$ cat src/rtl/isu_pkg.sv
package isu_pkg;
   // register addresses
   localparam int unsigned A_TC_LO  = 0;
   localparam int unsigned A_TC_MID = 1;
   localparam int unsigned A_TC_HI  = 2;
   localparam int unsigned A_CMD    = 3;
   localparam int unsigned A_STAT   = 4;
   localparam int unsigned A_INTR   = 5;
   localparam int unsigned A_SEQ    = 6;
   localparam int unsigned A_CFG1   = 8;

   // command opcodes (bit 7 of the written byte is ignored)
   localparam logic [6:0] C_FLUSH  = 7'h01;
   localparam logic [6:0] C_SRST   = 7'h02;
   localparam logic [6:0] C_BRST   = 7'h03;
   localparam logic [6:0] C_MSGACC = 7'h12;
   localparam logic [6:0] C_DISSEL = 7'h45;

   // interrupt codes
   localparam logic [7:0] I_RST  = 8'h80;
   localparam logic [7:0] I_DISC = 8'h20;
   localparam logic [7:0] I_BSVC = 8'h10;
   localparam logic [7:0] I_FC   = 8'h08;

   localparam logic [2:0] SEQ_DONE     = 3'd4;
   localparam int         CFG1_RRD_BIT = 6;

   // event indices, lowest index has highest precedence
   localparam int NEV      = 5;
   localparam int EV_SELTO = 0;
   localparam int EV_DMA   = 1;
   localparam int EV_FC    = 2;
   localparam int EV_BSVC  = 3;
   localparam int EV_BRST  = 4;

   typedef struct packed {
      logic       pend;
      logic       tc;
      logic [7:0] intr;
      logic [2:0] seq;
      logic [7:0] tc_lo;
      logic [7:0] tc_mid;
      logic [7:0] tc_hi;
      logic [7:0] cfg1;
   } isu_state_t;

   typedef struct packed {
      logic       flush;
      logic       srst;
      logic       brst;
      logic       msgacc;
      logic       dissel;
      logic       cfg1;
      logic [2:0] tc;
   } isu_wr_t;
endpackage

$ cat src/rtl/isu_cmd_decode.sv
module isu_cmd_decode
   import isu_pkg::*;
#(
   parameter int ADDR_W = 4
) (
   input  logic              wr_en,
   input  logic [ADDR_W-1:0] addr,
   input  logic [6:0]        op,
   output isu_wr_t           dec
);
   logic cmd_hit;

   always_comb begin
      cmd_hit    = wr_en && (addr == ADDR_W'(A_CMD));
      dec        = '0;
      dec.flush  = cmd_hit && (op == C_FLUSH);
      dec.srst   = cmd_hit && (op == C_SRST);
      dec.brst   = cmd_hit && (op == C_BRST);
      dec.msgacc = cmd_hit && (op == C_MSGACC);
      dec.dissel = cmd_hit && (op == C_DISSEL);
      dec.cfg1   = wr_en && (addr == ADDR_W'(A_CFG1));
      for (int b = 0; b < 3; b++)
         dec.tc[b] = wr_en && (addr == ADDR_W'(A_TC_LO + b));
   end
endmodule

$ cat src/rtl/isu_event_pick.sv
module isu_event_pick #(
   parameter int N = 5
) (
   input  logic [N-1:0] req,
   output logic [N-1:0] grant
);
   logic [N-1:0] seen;

   if (N < 1) begin : g_bad_n
      $error("isu_event_pick: N must be at least 1");
   end

   assign seen[0] = 1'b0;
   for (genvar i = 0; i < N; i++) begin : g_slot
      assign grant[i] = req[i] & ~seen[i];
      if (i < N - 1) begin : g_chain
         assign seen[i+1] = seen[i] | req[i];
      end
   end
endmodule

$ cat src/rtl/isu_next.sv
module isu_next
   import isu_pkg::*;
(
   input  isu_state_t     cur,
   input  isu_state_t     rst_val,
   input  logic           rd_clr,
   input  isu_wr_t        wr,
   input  logic [7:0]     wdata,
   input  logic [NEV-1:0] grant,
   output isu_state_t     nxt
);
   logic report_ok;

   always_comb begin
      report_ok = ~cur.cfg1[CFG1_RRD_BIT];
      nxt = cur;
      // lowest precedence: clear-on-read side effect
      if (rd_clr) begin
         nxt.intr = '0;
         nxt.tc   = 1'b0;
         nxt.seq  = SEQ_DONE;
         nxt.pend = 1'b0;
      end
      // register writes and commands
      if (wr.tc[0]) begin nxt.tc_lo  = wdata; nxt.tc = 1'b0; end
      if (wr.tc[1]) begin nxt.tc_mid = wdata; nxt.tc = 1'b0; end
      if (wr.tc[2]) begin nxt.tc_hi  = wdata; nxt.tc = 1'b0; end
      if (wr.cfg1) nxt.cfg1 = wdata;
      if (wr.flush) begin
         nxt.intr = I_FC;
         nxt.seq  = '0;
      end
      if (wr.brst) begin
         nxt.intr = I_RST;
         if (report_ok) nxt.pend = 1'b1;
      end
      if (wr.msgacc) begin
         nxt.intr = I_DISC;
         nxt.seq  = '0;
         nxt.pend = 1'b1;
      end
      if (wr.dissel) begin
         nxt.intr = '0;
         nxt.pend = 1'b1;
      end
      // events override reads and writes; grant is one-hot
      if (grant[EV_SELTO]) begin
         nxt.tc   = 1'b0;
         nxt.intr = I_DISC;
         nxt.seq  = '0;
         nxt.pend = 1'b1;
      end
      if (grant[EV_DMA]) begin
         nxt.tc     = 1'b1;
         nxt.intr   = I_BSVC;
         nxt.seq    = '0;
         nxt.tc_lo  = '0;
         nxt.tc_mid = '0;
         nxt.tc_hi  = '0;
         nxt.pend   = 1'b1;
      end
      if (grant[EV_FC]) begin
         nxt.intr = I_BSVC | I_FC;
         nxt.seq  = SEQ_DONE;
         nxt.pend = 1'b1;
      end
      if (grant[EV_BSVC]) begin
         nxt.intr = cur.intr | I_BSVC;
         nxt.pend = 1'b1;
      end
      if (grant[EV_BRST]) begin
         nxt.intr = I_RST;
         if (report_ok) nxt.pend = 1'b1;
      end
      // soft reset beats everything
      if (wr.srst) nxt = rst_val;
   end
endmodule

$ cat src/rtl/isu_status_unit.sv
module isu_status_unit
   import isu_pkg::*;
#(
   parameter int         ADDR_W    = 4,
   parameter logic [7:0] CHIP_ID   = 8'hA2,
   parameter logic [7:0] CFG1_INIT = 8'h07,
   parameter bit         RDATA_REG = 1'b0
) (
   input  logic              clk,
   input  logic              rst_n,
   input  logic              rd_en,
   input  logic              wr_en,
   input  logic [ADDR_W-1:0] addr,
   input  logic [7:0]        wdata,
   output logic [7:0]        rdata,
   input  logic              ev_sel_timeout,
   input  logic              ev_dma_done,
   input  logic              ev_func_cmplt,
   input  logic              ev_bus_svc,
   input  logic              ev_bus_reset,
   output logic              irq
);
   localparam isu_state_t RST_VAL = '{
      pend: 1'b0, tc: 1'b0, intr: 8'h00, seq: 3'd0,
      tc_lo: 8'h00, tc_mid: 8'h00, tc_hi: CHIP_ID, cfg1: CFG1_INIT};

   if (ADDR_W < 4) begin : g_bad_addr
      $error("isu_status_unit: ADDR_W must be at least 4");
   end

   isu_state_t     st_q, st_d;
   isu_wr_t        wr_dec;
   logic [NEV-1:0] ev_vec, ev_gnt;
   logic           rd_clr;
   logic [7:0]     rd_mux;

   assign ev_vec[EV_SELTO] = ev_sel_timeout;
   assign ev_vec[EV_DMA]   = ev_dma_done;
   assign ev_vec[EV_FC]    = ev_func_cmplt;
   assign ev_vec[EV_BSVC]  = ev_bus_svc;
   assign ev_vec[EV_BRST]  = ev_bus_reset;
   assign rd_clr = rd_en && (addr == ADDR_W'(A_INTR));

   isu_cmd_decode #(.ADDR_W(ADDR_W)) u_dec (
      .wr_en (wr_en),
      .addr  (addr),
      .op    (wdata[6:0]),
      .dec   (wr_dec)
   );

   isu_event_pick #(.N(NEV)) u_pick (
      .req   (ev_vec),
      .grant (ev_gnt)
   );

   isu_next u_next (
      .cur     (st_q),
      .rst_val (RST_VAL),
      .rd_clr  (rd_clr),
      .wr      (wr_dec),
      .wdata   (wdata),
      .grant   (ev_gnt),
      .nxt     (st_d)
   );

   always_ff @(posedge clk or negedge rst_n) begin
      if (!rst_n) st_q <= RST_VAL;
      else        st_q <= st_d;
   end

   assign irq = st_q.pend;

   always_comb begin
      case (addr)
         ADDR_W'(A_TC_LO):  rd_mux = st_q.tc_lo;
         ADDR_W'(A_TC_MID): rd_mux = st_q.tc_mid;
         ADDR_W'(A_TC_HI):  rd_mux = st_q.tc_hi;
         ADDR_W'(A_STAT):   rd_mux = {st_q.pend, 2'b00, st_q.tc, 4'b0000};
         ADDR_W'(A_INTR):   rd_mux = st_q.intr;
         ADDR_W'(A_SEQ):    rd_mux = {5'b00000, st_q.seq};
         ADDR_W'(A_CFG1):   rd_mux = st_q.cfg1;
         default:           rd_mux = 8'h00;
      endcase
   end

   if (RDATA_REG) begin : g_rd_flop
      always_ff @(posedge clk or negedge rst_n) begin
         if (!rst_n) rdata <= '0;
         else        rdata <= rd_en ? rd_mux : 8'h00;
      end
   end else begin : g_rd_comb
      assign rdata = rd_en ? rd_mux : 8'h00;
   end
endmodule

$ cat config.mk
export PLATFORM = sky130hd
export DESIGN_NAME = isu_status_unit
export DESIGN_NICKNAME = d
export VERILOG_FILES = /design/src/rtl/isu_pkg.sv /design/src/rtl/isu_cmd_decode.sv /design/src/rtl/isu_event_pick.sv /design/src/rtl/isu_next.sv /design/src/rtl/isu_status_unit.sv
export SDC_FILE = /design/constraint.sdc
export NUM_CORES = 1
export LEC_CHECK = 0
export BUFFER_PORTS_ARGS = -buffer_cell sky130_fd_sc_hd__buf_2
export CAP_MARGIN = 40
export CORE_ASPECT_RATIO = 0.7
export CORE_MARGIN = 5
export CORE_UTILIZATION = 30
export DETAILED_ROUTE_END_ITERATION = 12
export PLACE_DENSITY = 0.47
export SLEW_MARGIN = 5
export SYNTH_ARGS = -nofsm -noshare
export SYNTH_HDL_FRONTEND = slang
export SYNTH_SLANG_ARGS = --single-unit
$ cat constraint.sdc
create_clock -name clk -period 1.98 [get_ports clk]
set_input_delay 0.297 -clock clk [delete_from_list [all_inputs] [get_ports clk]]
set_output_delay 0.297 -clock clk [all_outputs]
set_load 0.02 [all_outputs]
### Word-level counts from Yosys, hierarchy flattened

Index checks and enable logic that the tools add are counted.

| storage, ports and cells | value |
|---|---|
| word-level logic and storage cells | 82 |
| output and inout bits | 9 |
| register bits after elaboration | 45 |
| bits of input ports | 21 |

| operators by class | value |
|---|---|
| bitwise logic cells | 11 |
| eq/ne operators | 13 |
| multiplexer cells | 28 |
| reduce and logical (&&, ||, !) cells | 21 |

Operators with widths:

| operator | number |
|---|---|
| two-way mux 8 bit | 9 |
| case mux 8 bit (7 select lines) | 1 |
| two-way mux 45 bit | 1 |
| two-way mux 37 bit | 1 |
| two-way mux 11 bit | 3 |
| two-way mux 13 bit | 2 |
| equality test 7 x 2 -> 1 bit (second input constant) | 2 |
| nonzero test 7 bit | 2 |
| equality test 4 x 3 -> 1 bit (second input constant) | 3 |
| logical AND 1 bit | 11 |
| two-way mux 1 bit | 11 |
| nonzero test 11 bit | 1 |
| nonzero test 10 bit | 1 |
| nonzero test 3 bit | 3 |
| equality test 4 x 2 -> 1 bit (second input constant) | 2 |
| equality test 7 x 1 -> 1 bit (second input constant) | 1 |
| equality test 7 x 5 -> 1 bit (second input constant) | 1 |
| equality test 7 bit (second input constant) | 1 |
| bitwise AND 1 bit | 4 |
| equality test 4 x 1 -> 1 bit (second input constant) | 1 |
| equality test 4 bit (second input constant) | 1 |
| zero test 4 bit | 1 |
| NOT 1 bit | 4 |
| != test 3 x 1 -> 1 bit (second input constant) | 1 |
| other kinds (3) | 5 |

### Logic depth before layout (Yosys ltp)

Gate-level depths: netlist of run 1.

| depth | value |
|---|---|
| depth in word-level cells | 14 |
| depth in mapped cells | 7 |
| gate-level depth less buffers | 5 |

### Modules after synthesis

Synthesis of run 1 repeated with hierarchy kept, for this count alone.

| second synthesis, totals | value |
|---|---|
| cells, all modules | 314 |
| area, all modules | 3106.7 sq um |

By module, submodules not included:

| module | sequential area each (sq um) | times used | cells each | area each (sq um) |
|---|---|---|---|---|
| isu_status_unit | 1133.6 | 1 | 124 | 1755.4 |
| isu_next | 0.0 | 1 | 164 | 1134.8 |
| isu_cmd_decode | 0.0 | 1 | 20 | 161.4 |
| isu_event_pick | 0.0 | 1 | 6 | 55.1 |

### Worst setup path after synthesis of run 1

Ideal clock, no wire load.

| timing | value |
|---|---|
| path type | input to output |
| start point | input port addr[1] |
| end point | output port rdata[3] |
| path slack | -0.064 ns |
| data required time | 1.683 ns |
| stages | 4 |
| data arrival time | 1.747 ns |
| path buffers | 1 |
| cell sequence | clkbuf_1 nor4_1 a22oi_1 a31oi_1 |

| between the ends | value |
|---|---|
| word-level cells in the longest chain between the ends | 3 |
| elaborated cells between the ends (all ways) | 9 |
| classes of those cells | 6 x eq/ne; 2 x mux; 1 x reduce/logical |

RTL lines:

| item | line | RTL |
|---|---|---|
| start: declaration | isu_status_unit.sv:13 | `input logic [ADDR_W-1:0] addr,` |
| equality test 4 bit, or another cell as far along | isu_status_unit.sv:74 | `case (addr)` |
| case mux 8 bit (7 select lines) (*) | isu_status_unit.sv:74 |  |
| two-way mux 8 bit (*) | isu_status_unit.sv:92 | `assign rdata = rd_en ? rd_mux : 8'h00;` |
| end: declaration | isu_status_unit.sv:15 | `output logic [7:0] rdata,` |

Mark *: on every way between the ends. The rest lies on a longest branch, timed or not.

### Worst setup path after layout of run 1

| timing | value |
|---|---|
| start point | register st_q[26] (netlist name) |
| end point | output port rdata[2] |

| between the ends | value |
|---|---|
| word-level cells in the longest chain between the ends | 2 |

RTL lines:

| item | line | RTL |
|---|---|---|
| start: declaration | isu_status_unit.sv:31 | `isu_state_t st_q, st_d;` |
| start signal: assignment | isu_status_unit.sv:68 | `else st_q <= st_d;` |
| case mux 8 bit (7 select lines) | isu_status_unit.sv:74 |  |
| two-way mux 8 bit | isu_status_unit.sv:92 |  |

Every way passes these cells.

==> metrics, run 1 <==
Initial DRC Count=179; nets@finish=322; Post-route DRC=0; boundary pin count=30; total power=1790 uW; share of the synthesized area in compound gates (AO/OA/AOI/OAI)=0.211; pin count of the biggest net entering global routing=22; setup bufs post-CTS=0; effective utilization at floorplan=0.306; yosys warns=0; global router's overall resource usage=0.173; worst-path maximum fanout=2; latest clock arrival within the worst-skew pair=about 0.28 ns; setup repair after global routing missed its margin=no; P&R area growth vs syn=25.6%; number of buffers on the longest clock path=2; clock-pin transition on the worst setup and hold timing paths=~0.09 ns; Maximum Capacitance Violations=0; Most used DFF post-synth=dfrtp_1; number of filler instances in the final layout=773; first-pass GRT wire length=12300 um; Tmin final=1.89 ns; total die area=approximately 9000 um^2; outcome=complete, no violations; Final Setup Violations=0; global route overflow=0; Slew Limit Headroom=0.588; share of flip-flops with an asynchronous set or reset after synthesis=1.00; synthesized area divided by synthesized cell count=8.85 um^2; Synth Area in Simple Gates=0.284; CTS tree=done; Root Buffer Master=clkbuf_8; Hold Fails Final Rpt=0; PortBufs=29; post-detailed-route via-to-cell ratio=5.33; portion of the post-synthesis area used by sequential elements=0.443; routability congestion estimate from global placement=0.927; share of the cycle needed by the critical path after routing=0.953; DPL Wire Length=5710 um; drt wl/cell=19.0 um; IR drop worst, VDD=approximately 0.31 mV; PwrDens=643 nW/um^2; setup slack of the critical path after layout=just over 0.09 ns; Clock Sinks=39; combinational family with the most area after synthesis=simple AND/OR/NAND/NOR gates; distinct cell type count after synthesis=between 50 and 60; count of pins over their slew limit=0; fraction of final layout cells sized beyond drive strength 1=0.268; Post-Layout Cell Count=400; Worst EP required=roughly 1.7 ns; area of the mapped netlist=2220 um^2; number of placed cells counting well taps=391; Worst setup SP type=flip-flop; nets in the synthesized netlist=272; Die Span Y=approximately 82 um; core area=7250 um^2; slowest stage cell, crit path=dfrtp_1; Max Clock Freq=0.530 GHz; worst setup slack before clock tree synthesis=0.0166 ns; slew at the pin closest to its max-slew limit=0.602 ns; vias in the first global route=2139; type of the setup path with the least slack=reg2out; chain of cells forming the critical path=nor3b_1 -> a31oi_1 -> or3_1 -> a31oi_1 -> buf_2; number of placement rows=26; DRT antenna net count=0; Yosys reg bits=39; final WL=approximately 7600 um; antenna violations before repair=0; fraction of the mapped netlist area in adder cells=0; Die W=113 um; category of the worst setup path capture point=output port; final setup skew=0.000976 ns; number of search-and-repair iterations in the first detailed-routing pass=4; CTS Buf Count=5; multiplexer fraction of the synthesized cell area=0.0332; number of instances in the synthesized netlist=251; Max stage delay on crit path=0.35 ns; arrival time worst endpoint=1.59 ns; number of enable-type register cells in the synthesized netlist=0; area share of xor/xnor cells in the synthesized design=0; DR vias=2132; library cell appearing most often on the critical path=a31oi_1; total leakage power=~0.0011 uW; CTS H-tree depth=2; hold crit path type=in2reg; number of diodes added for antenna fixing=0
cell usage in the layout, fill, tap and decap left out, types with 2 or more instances in the layout:
cell type  synthesis  final
or2_1              2      2
nand2_1           40     40
or3_1              3      3
dfrtp_1           33     33
nand3_1           21     21
nor3_2             1      2
mux2_1             3      3
a31oi_1            7      7
nand3b_1           5      5
o21ai_0            7      7
nor3b_1            2      2
mux2i_1            4      4
clkbuf_8           0      7
a22oi_1           14     14
inv_1              3      3
a21oi_1           27     27
nand4b_1           2      2
buf_4              0     24
o21ai_1            4      4
nor3_1             4      3
clkbuf_4           0      2
nand2b_1           7      7
nor4b_2            1      3
nor2b_1            2      2
buf_2              3     27
nor2_1            11     11
o32ai_1            2      2
dfstp_2            6      6
through the flow:
stage	utilization	hold WS, ns	cell area (um^2)	setup TNS (ns)
3_5_place_dp	0.366	0.295	2660	0
4_1_cts	0.382	0.216	2770	0
5_1_grt	0.385	0.230	2790	0
2_1_floorplan	-	0.00141	2230	0
6_report	0.385	0.224	2790	0
3_3_place_gp	0.366	0.300	2660	-0.0804
registers in the layout, summed over array words and instances (netlist names):
register and cells:
irq 1, st_q 38
Yosys cell counts, types with 2 or more instances:
master,instances,area share
mux2i_1,4,0.018
inv_1,3,0.0051
buf_2,3,0.0068
o21ai_1,4,0.0090
a22oi_1,14,0.047
nor3b_1,2,0.0068
nand2_1,40,0.068
nand2b_1,7,0.020
o32ai_1,2,0.0079
nand3_1,21,0.047
nor4b_1,3,0.012
o21ai_0,7,0.016
nand4b_1,2,0.0079
nor2_1,11,0.019
dfrtp_1,33,0.37
nor2b_1,2,0.0056
or3_1,3,0.0085
clkbuf_1,9,0.015
nor3_1,4,0.0090
a31oi_1,7,0.020
or2_1,2,0.0056
nor4_1,2,0.0056
dfstp_2,6,0.071
nand3b_1,5,0.017
a21oi_1,27,0.061
mux2_1,3,0.015
cells by family (layout without fill, tap and decap cells):
group                  Yosys count  count (layout)
and+or+nand+nor                116             116
DFF                             39              39
AOI/OAI and AO/OA               73              73
muxes                            7               7
buffers and inverters           16              67
layer usage:
| layer | part of all wire | up-vias | global-route usage |
|---|---|---|---|
| met2 | 0.41 | 70 | 0.241 |
| met4 | 0.0029 | 0 | 0.0264 |
| met1 | 0.50 | 1033 | 0.271 |
| met3 | 0.087 | 2 | 0.0427 |
| met5 | 0 | - | 0 |
| li1 | - | 1027 | - |
worst max-delay path: cells and delay by family, from the launching register on:
| kind | cells | cell delay (ns) |
|---|---|---|
| AOI/OAI and AO/OA | 2 | 0.26 |
| and+or+nand+nor | 2 | 0.49 |
| DFF | 1 | 0.35 |
| buffers and inverters | 1 | 0.20 |
where the power goes:
group	switching (uW)	internal, uW
Combinational	161	109
Clock	302	318
Sequential	36.7	867
final timing paths:
check	to	slack, ns	startpoint	depth (start not counted)
worst max-delay path	rdata[2]	0.09	st_q[26]	5
worst min-delay path	st_q[34]	0.22	ev_dma_done	2
worst max register to register	irq	0.67	st_q[6]	3
worst min register to register	st_q[0]	0.49	st_q[0]	2
max in group asynchronous	st_q[9]	0.90	rst_n	3
min in group asynchronous	st_q[10]	0.51	rst_n	2
cell type report:
cell class	instances	area (um^2)	share of cell area
flip-flops and latches	39	983	0.352
clock buffers	7	96.3	0.0345
well taps	98	123	0.0439
inverters	3	11.3	0.00404
clock inverters	1	7.51	0.00269
repair buffers	56	372	0.133
multi-input cells	196	1200	0.429
what timing repair did:
action                                  CTS  global route
gates resized for setup                   0             5
hold endpoints to repair                 14             0
hold buffers                              1             0
endpoints found under the setup margin    0             7
(Power assumes the default switching activity.)
==> run 2, diff against run 1 <==
--- a/config.mk
+++ b/config.mk
@@ -12,6 +12,7 @@
 export CORE_UTILIZATION = 30
 export DETAILED_ROUTE_END_ITERATION = 12
 export PLACE_DENSITY = 0.47
+export REMOVE_ABC_BUFFERS = 1
 export SLEW_MARGIN = 5
 export SYNTH_ARGS = -nofsm -noshare
 export SYNTH_HDL_FRONTEND = slang
==> metrics, run 2 (synthesis gave the netlist of run 1 again) <==
outcome=complete, no violations (unchanged); final WL=7530 um (was 7580 um); number of buffers on the longest clock path=2 (unchanged); Hold Fails Final Rpt=0 (unchanged); PwrDens=636 nW/um^2 (was 643 nW/um^2); category of the worst setup path capture point=output port (unchanged); Max Clock Freq=0.512 GHz (was 0.530 GHz); commonest non-fill, non-tap cells in the layout=nand2_1 (40), dfrtp_1 (33), buf_2 (28) (was nand2_1 (40), dfrtp_1 (33), a21oi_1 (27), buf_2 (27), buf_4 (24)); Initial DRC Count=123 (was 179); type of the setup path with the least slack=reg2out (unchanged); post-detailed-route via-to-cell ratio=5.40 (was 5.33); CP startpoint=st_q[39] (was st_q[26]); boundary pin count=30 (unchanged); share of the cycle needed by the critical path after routing=0.987 (was 0.953); vias in the first global route=2181 (was 2139); Post-route DRC=0 (unchanged); flop-to-flop setup slack=0.88 ns (was 0.67 ns); Slew Limit Headroom=0.685 (was 0.588); number of placement rows=26 (unchanged); end of the worst register-to-register path=irq (unchanged); Final Setup Violations=0 (unchanged); number of flip-flops in the largest register=38 (unchanged); DRT antenna net count=0 (unchanged); number of filler instances in the final layout=739 (was 773); total die area=9250 um^2 (unchanged); Clock Sinks=39 (unchanged); CTS tree=done (unchanged); slew at the pin closest to its max-slew limit=0.465 ns (was 0.602 ns); P&R area growth vs syn=23.8% (was 25.6%); count of pins over their slew limit=0 (unchanged); Critical Path End=rdata[4] (was rdata[2]); core area=7250 um^2 (unchanged); setup bufs post-CTS=0 (unchanged); clock-pin transition on the worst setup and hold timing paths=0.08 ns (was 0.09 ns); routability congestion estimate from global placement=0.820 (was 0.927); Die Span Y=82.0 um (unchanged); nets@finish=320 (was 322); Root Buffer Master=clkbuf_8 (unchanged); first-pass GRT wire length=12100 um (was 12300 um); Tmin final=1.95 ns (was 1.89 ns); pin count of the biggest net entering global routing=23 (was 22); antenna violations before repair=0 (unchanged); effective utilization at floorplan=0.306 (unchanged); latest clock arrival within the worst-skew pair=0.30 ns (was 0.28 ns); most common cell after layout, fill and taps aside=nand2_1 (unchanged); Worst setup SP type=flip-flop (unchanged); Hold WS=0.217 ns (was 0.224 ns); global route overflow=0 (unchanged); Worst EP required=1.68 ns (about the same); end-of-flow core utilization=0.379 (was 0.385); Worst R2R Start=st_q[6] (unchanged); arrival time worst endpoint=1.66 ns (was 1.59 ns); total negative setup slack=0 ns (unchanged); final setup skew=0.000320 ns (was 0.000976 ns); hold crit path type=in2reg (unchanged); register with the most flip-flops=st_q (unchanged); Maximum Capacitance Violations=0 (unchanged); depth of the most critical reg-to-reg path=3 (unchanged); DPL Wire Length=5670 um (was 5710 um); CTS H-tree depth=2 (unchanged); drt wl/cell=18.9 um (was 19.0 um); Die W=113 um (unchanged); number of search-and-repair iterations in the first detailed-routing pass=4 (unchanged); number of diodes added for antenna fixing=0 (unchanged); fraction of final layout cells sized beyond drive strength 1=0.257 (was 0.268); worst-path maximum fanout=2 (unchanged); global router's overall resource usage=0.172 (was 0.173); IR drop worst, VDD=0.243 mV (was 0.309 mV); setup repair after global routing missed its margin=yes (was no); PortBufs=29 (unchanged); DR vias=2149 (was 2132); total leakage power=0.00112 uW (was 0.00113 uW); CTS Buf Count=5 (unchanged)
run 2: worst max-delay path: stages (launching register included):
cell,delay (ns)
dfrtp_1,0.40
mux2i_1,0.17
nor4b_2,0.07
buf_4,0.16
a221oi_1,0.26
a21oi_1,0.12
buf_2,0.18
run 2: area by class of cell:
class	count	area (um^2)	share of cell area
clock buffer	7	86.3	0.0314
inverter	3	11.3	0.00409
timing repair buffer	54	350	0.127
clock inverter	1	5.00	0.00182
multi-input combinational	196	1190	0.433
tap	98	123	0.0446
sequential	39	983	0.358
run 2: worst min path at each step:
stage	from	end	slack [ns]	cells after the start
5_1_grt	ev_dma_done	st_q[34]	0.25	2
3_5_place_dp	rst_n	st_q[34]	0.27	1
3_3_place_gp	rst_n	st_q[34]	0.28	1
2_1_floorplan	rst_n	irq	0.001	0
6_report	ev_dma_done	st_q[34]	0.22	2
4_1_cts	ev_dma_done	st_q[34]	0.21	2
run 2: per-layer routing:
metal,up-vias,track usage,wire [um]
met5,-,0,0
met4,0,0.0516,96
met3,12,0.0538,629
met2,72,0.239,3000
met1,1045,0.253,3800
li1,1020,-,-
run 2: timing repair:
item,4_1_cts,5_1_grt
endpoints found under the setup margin,0,3
hold buffers,1,0
gates resized for setup,0,3
endpoints found under the hold margin,16,0
run 2: stage by stage:
| stage | cells | total power, uW | cell area [um^2] | setup WS (ns) |
|---|---|---|---|---|
| floorplan | 238 | 1030 | 2170 | -0.414 |
| global placement | 389 | 1180 | 2640 | 0.0813 |
| detailed placement | 389 | 1180 | 2640 | 0.0771 |
| CTS | 398 | 1760 | 2740 | 0.0269 |
| global route | 398 | 1840 | 2750 | -0.0127 |
| finish | 398 | 1750 | 2750 | 0.0256 |
run 2: where the power goes:
group | switching, uW | internal [uW] | total [uW]
clock network | 295 | 281 | 576
registers | 39.1 | 867 | 906
logic | 160 | 106 | 266
==> run 3, diff against run 2 <==
--- a/config.mk
+++ b/config.mk
@@ -11,6 +11,7 @@
 export CORE_MARGIN = 5
 export CORE_UTILIZATION = 30
 export DETAILED_ROUTE_END_ITERATION = 12
+export MAX_ROUTING_LAYER = met4
 export PLACE_DENSITY = 0.47
 export REMOVE_ABC_BUFFERS = 1
 export SLEW_MARGIN = 5
==> metrics, run 3 (synthesis gave the netlist of run 1 again) <==
number of flip-flops in the largest register=38 (unchanged); clock-pin transition on the worst setup and hold timing paths=0.08 ns (about the same); Post-route DRC=0 (unchanged); Maximum Capacitance Violations=0 (unchanged); startpoint of the worst hold path=ev_dma_done (unchanged); Final Setup Violations=0 (unchanged); final setup skew=0.000351 ns (was 0.000320 ns); nets@finish=320 (unchanged); antenna violations before repair=0 (unchanged); cell family contributing the most delay on the critical path=compound AO/OA/AOI/OAI gates (was flip-flops); Tmin final=1.90 ns (was 1.95 ns); total leakage power=0.00112 uW (unchanged); share of the cycle needed by the critical path after routing=0.961 (was 0.987); CTS Buf Count=5 (unchanged); total die area=9250 um^2 (unchanged); latest clock arrival within the worst-skew pair=0.30 ns (about the same); first-pass GRT wire length=12100 um (about the same); Max stage delay on crit path=0.30 ns (was 0.40 ns); global route overflow=0 (unchanged); chain of cells forming the critical path=buf_2 -> o21a_1 -> o22ai_1 -> nand2_1 -> a31oi_1 -> buf_2 (was mux2i_1 -> nor4b_2 -> buf_4 -> a221oi_1 -> a21oi_1 -> buf_2); Hold WS=0.215 ns (was 0.217 ns); count of pins over their slew limit=0 (unchanged); Worst Hold End=st_q[34] (unchanged); core area=7250 um^2 (unchanged); effective utilization at floorplan=0.306 (unchanged); slowest stage cell, crit path=a31oi_1 (was dfrtp_1); Worst R2R Start=st_q[6] (unchanged); number of search-and-repair iterations in the first detailed-routing pass=4 (unchanged); type of the setup path with the least slack=in2out (was reg2out); fraction of final layout cells sized beyond drive strength 1=0.257 (unchanged); library cell appearing most often on the critical path=buf_2; vias in the first global route=2179 (was 2181); PortBufs=29 (unchanged); global router's overall resource usage=0.177 (was 0.172); routability congestion estimate from global placement=0.832 (was 0.820); register with the most flip-flops=st_q (unchanged); Clock Sinks=39 (unchanged); CTS H-tree depth=2 (unchanged); Die Span Y=82.0 um (unchanged); outcome=complete, no violations (unchanged); post-detailed-route via-to-cell ratio=5.41 (was 5.40); DRT antenna net count=0 (unchanged); category of the worst setup path capture point=output port (unchanged); DR vias=2154 (was 2149); arrival time worst endpoint=1.61 ns (was 1.66 ns); worst-path maximum fanout=15 (was 2); depth of the most critical reg-to-reg path=3 (unchanged); Root Buffer Master=clkbuf_8 (unchanged); number of diodes added for antenna fixing=0 (unchanged); Max Clock Freq=0.525 GHz (was 0.512 GHz); P&R area growth vs syn=23.8% (unchanged); number of buffers on the longest clock path=2 (unchanged); CTS tree=done (unchanged); Die W=113 um (unchanged); boundary pin count=30 (unchanged); final WL=7500 um (was 7530 um); Initial DRC Count=136 (was 123); Slew Limit Headroom=0.692 (was 0.685); IR drop worst, VDD=0.244 mV (was 0.243 mV); slew at the pin closest to its max-slew limit=0.455 ns (was 0.465 ns); PwrDens=636 nW/um^2 (about the same); DPL Wire Length=5670 um (unchanged); Worst setup SP type=input pin (was flip-flop); commonest non-fill, non-tap cells in the layout=nand2_1 (40), dfrtp_1 (33), buf_2 (28) (unchanged); setup repair after global routing missed its margin=yes (unchanged); end of the worst register-to-register path=irq (unchanged); sum of buffers and inverters on the critical path=2 (unchanged); most common cell after layout, fill and taps aside=nand2_1 (unchanged); number of placement rows=26 (unchanged); total power=1750 uW (about the same); drt wl/cell=18.8 um (was 18.9 um); WHS Path Cells=2 (unchanged); Worst EP required=1.68 ns (about the same); Hold Fails Final Rpt=0 (unchanged); pin count of the biggest net entering global routing=23 (unchanged); flop-to-flop setup slack=0.89 ns (was 0.88 ns); hold crit path type=in2reg (unchanged)
[run 3: cell counts in the layout (fill, tap and decap cells not counted)]
Identical to the previous run, type by type.
[run 3: layout make-up]
type | instances | area, um^2
multi-input cells | 196 | 1190
clock inverters | 1 | 5.00
clock buffers | 7 | 86.3
inverters | 3 | 11.3
flip-flops and latches | 39 | 983
fillers | 739 | 4500
repair buffers | 54 | 350
well taps | 98 | 123
[run 3: worst max path at each step]
stage / startpoint / end / slack, ns / cells past startpoint
after floorplan: addr[1] / st_q[4] / -0.41 / 4
after global placement: wdata[1] / st_q[38] / 0.08 / 6
after detailed placement: wdata[1] / st_q[38] / 0.08 / 6
after CTS: st_q[26] / rdata[2] / 0.03 / 5
after global routing: st_q[39] / rdata[4] / -0.01 / 6
final: addr[0] / rdata[5] / 0.08 / 6
[run 3: routing by layer]
layer | track usage | wire (um) | vias to the layer above
met4 | 0.0516 | 71 | 0
met3 | 0.0523 | 627 | 9
met2 | 0.238 | 3030 | 72
met1 | 0.254 | 3770 | 1049
li1 | - | - | 1024
met5 | - | 0 | -
[run 3: what timing repair did]
action,CTS,global route
setup endpoints to repair,0,3
buffers inserted,0,0
endpoints found under the hold margin,16,0
gates resized for setup,0,3
hold buffers,1,0
[run 3: through the flow]
stage               cells  utilization  cell area [um^2]  setup WS, ns  setup TNS [ns]
floorplan             238            -              2170        -0.414           -4.06
global placement      389        0.363              2640        0.0813               0
detailed placement    389        0.363              2640        0.0771               0
CTS                   398        0.377              2740        0.0269               0
global route          398        0.379              2750       -0.0116         -0.0116
finish                398        0.379              2750        0.0768               0
[run 3: power breakdown]
group	internal [uW]	switching (uW)	total, uW
registers	867	40.1	907
clock network	281	295	577
logic	106	159	265
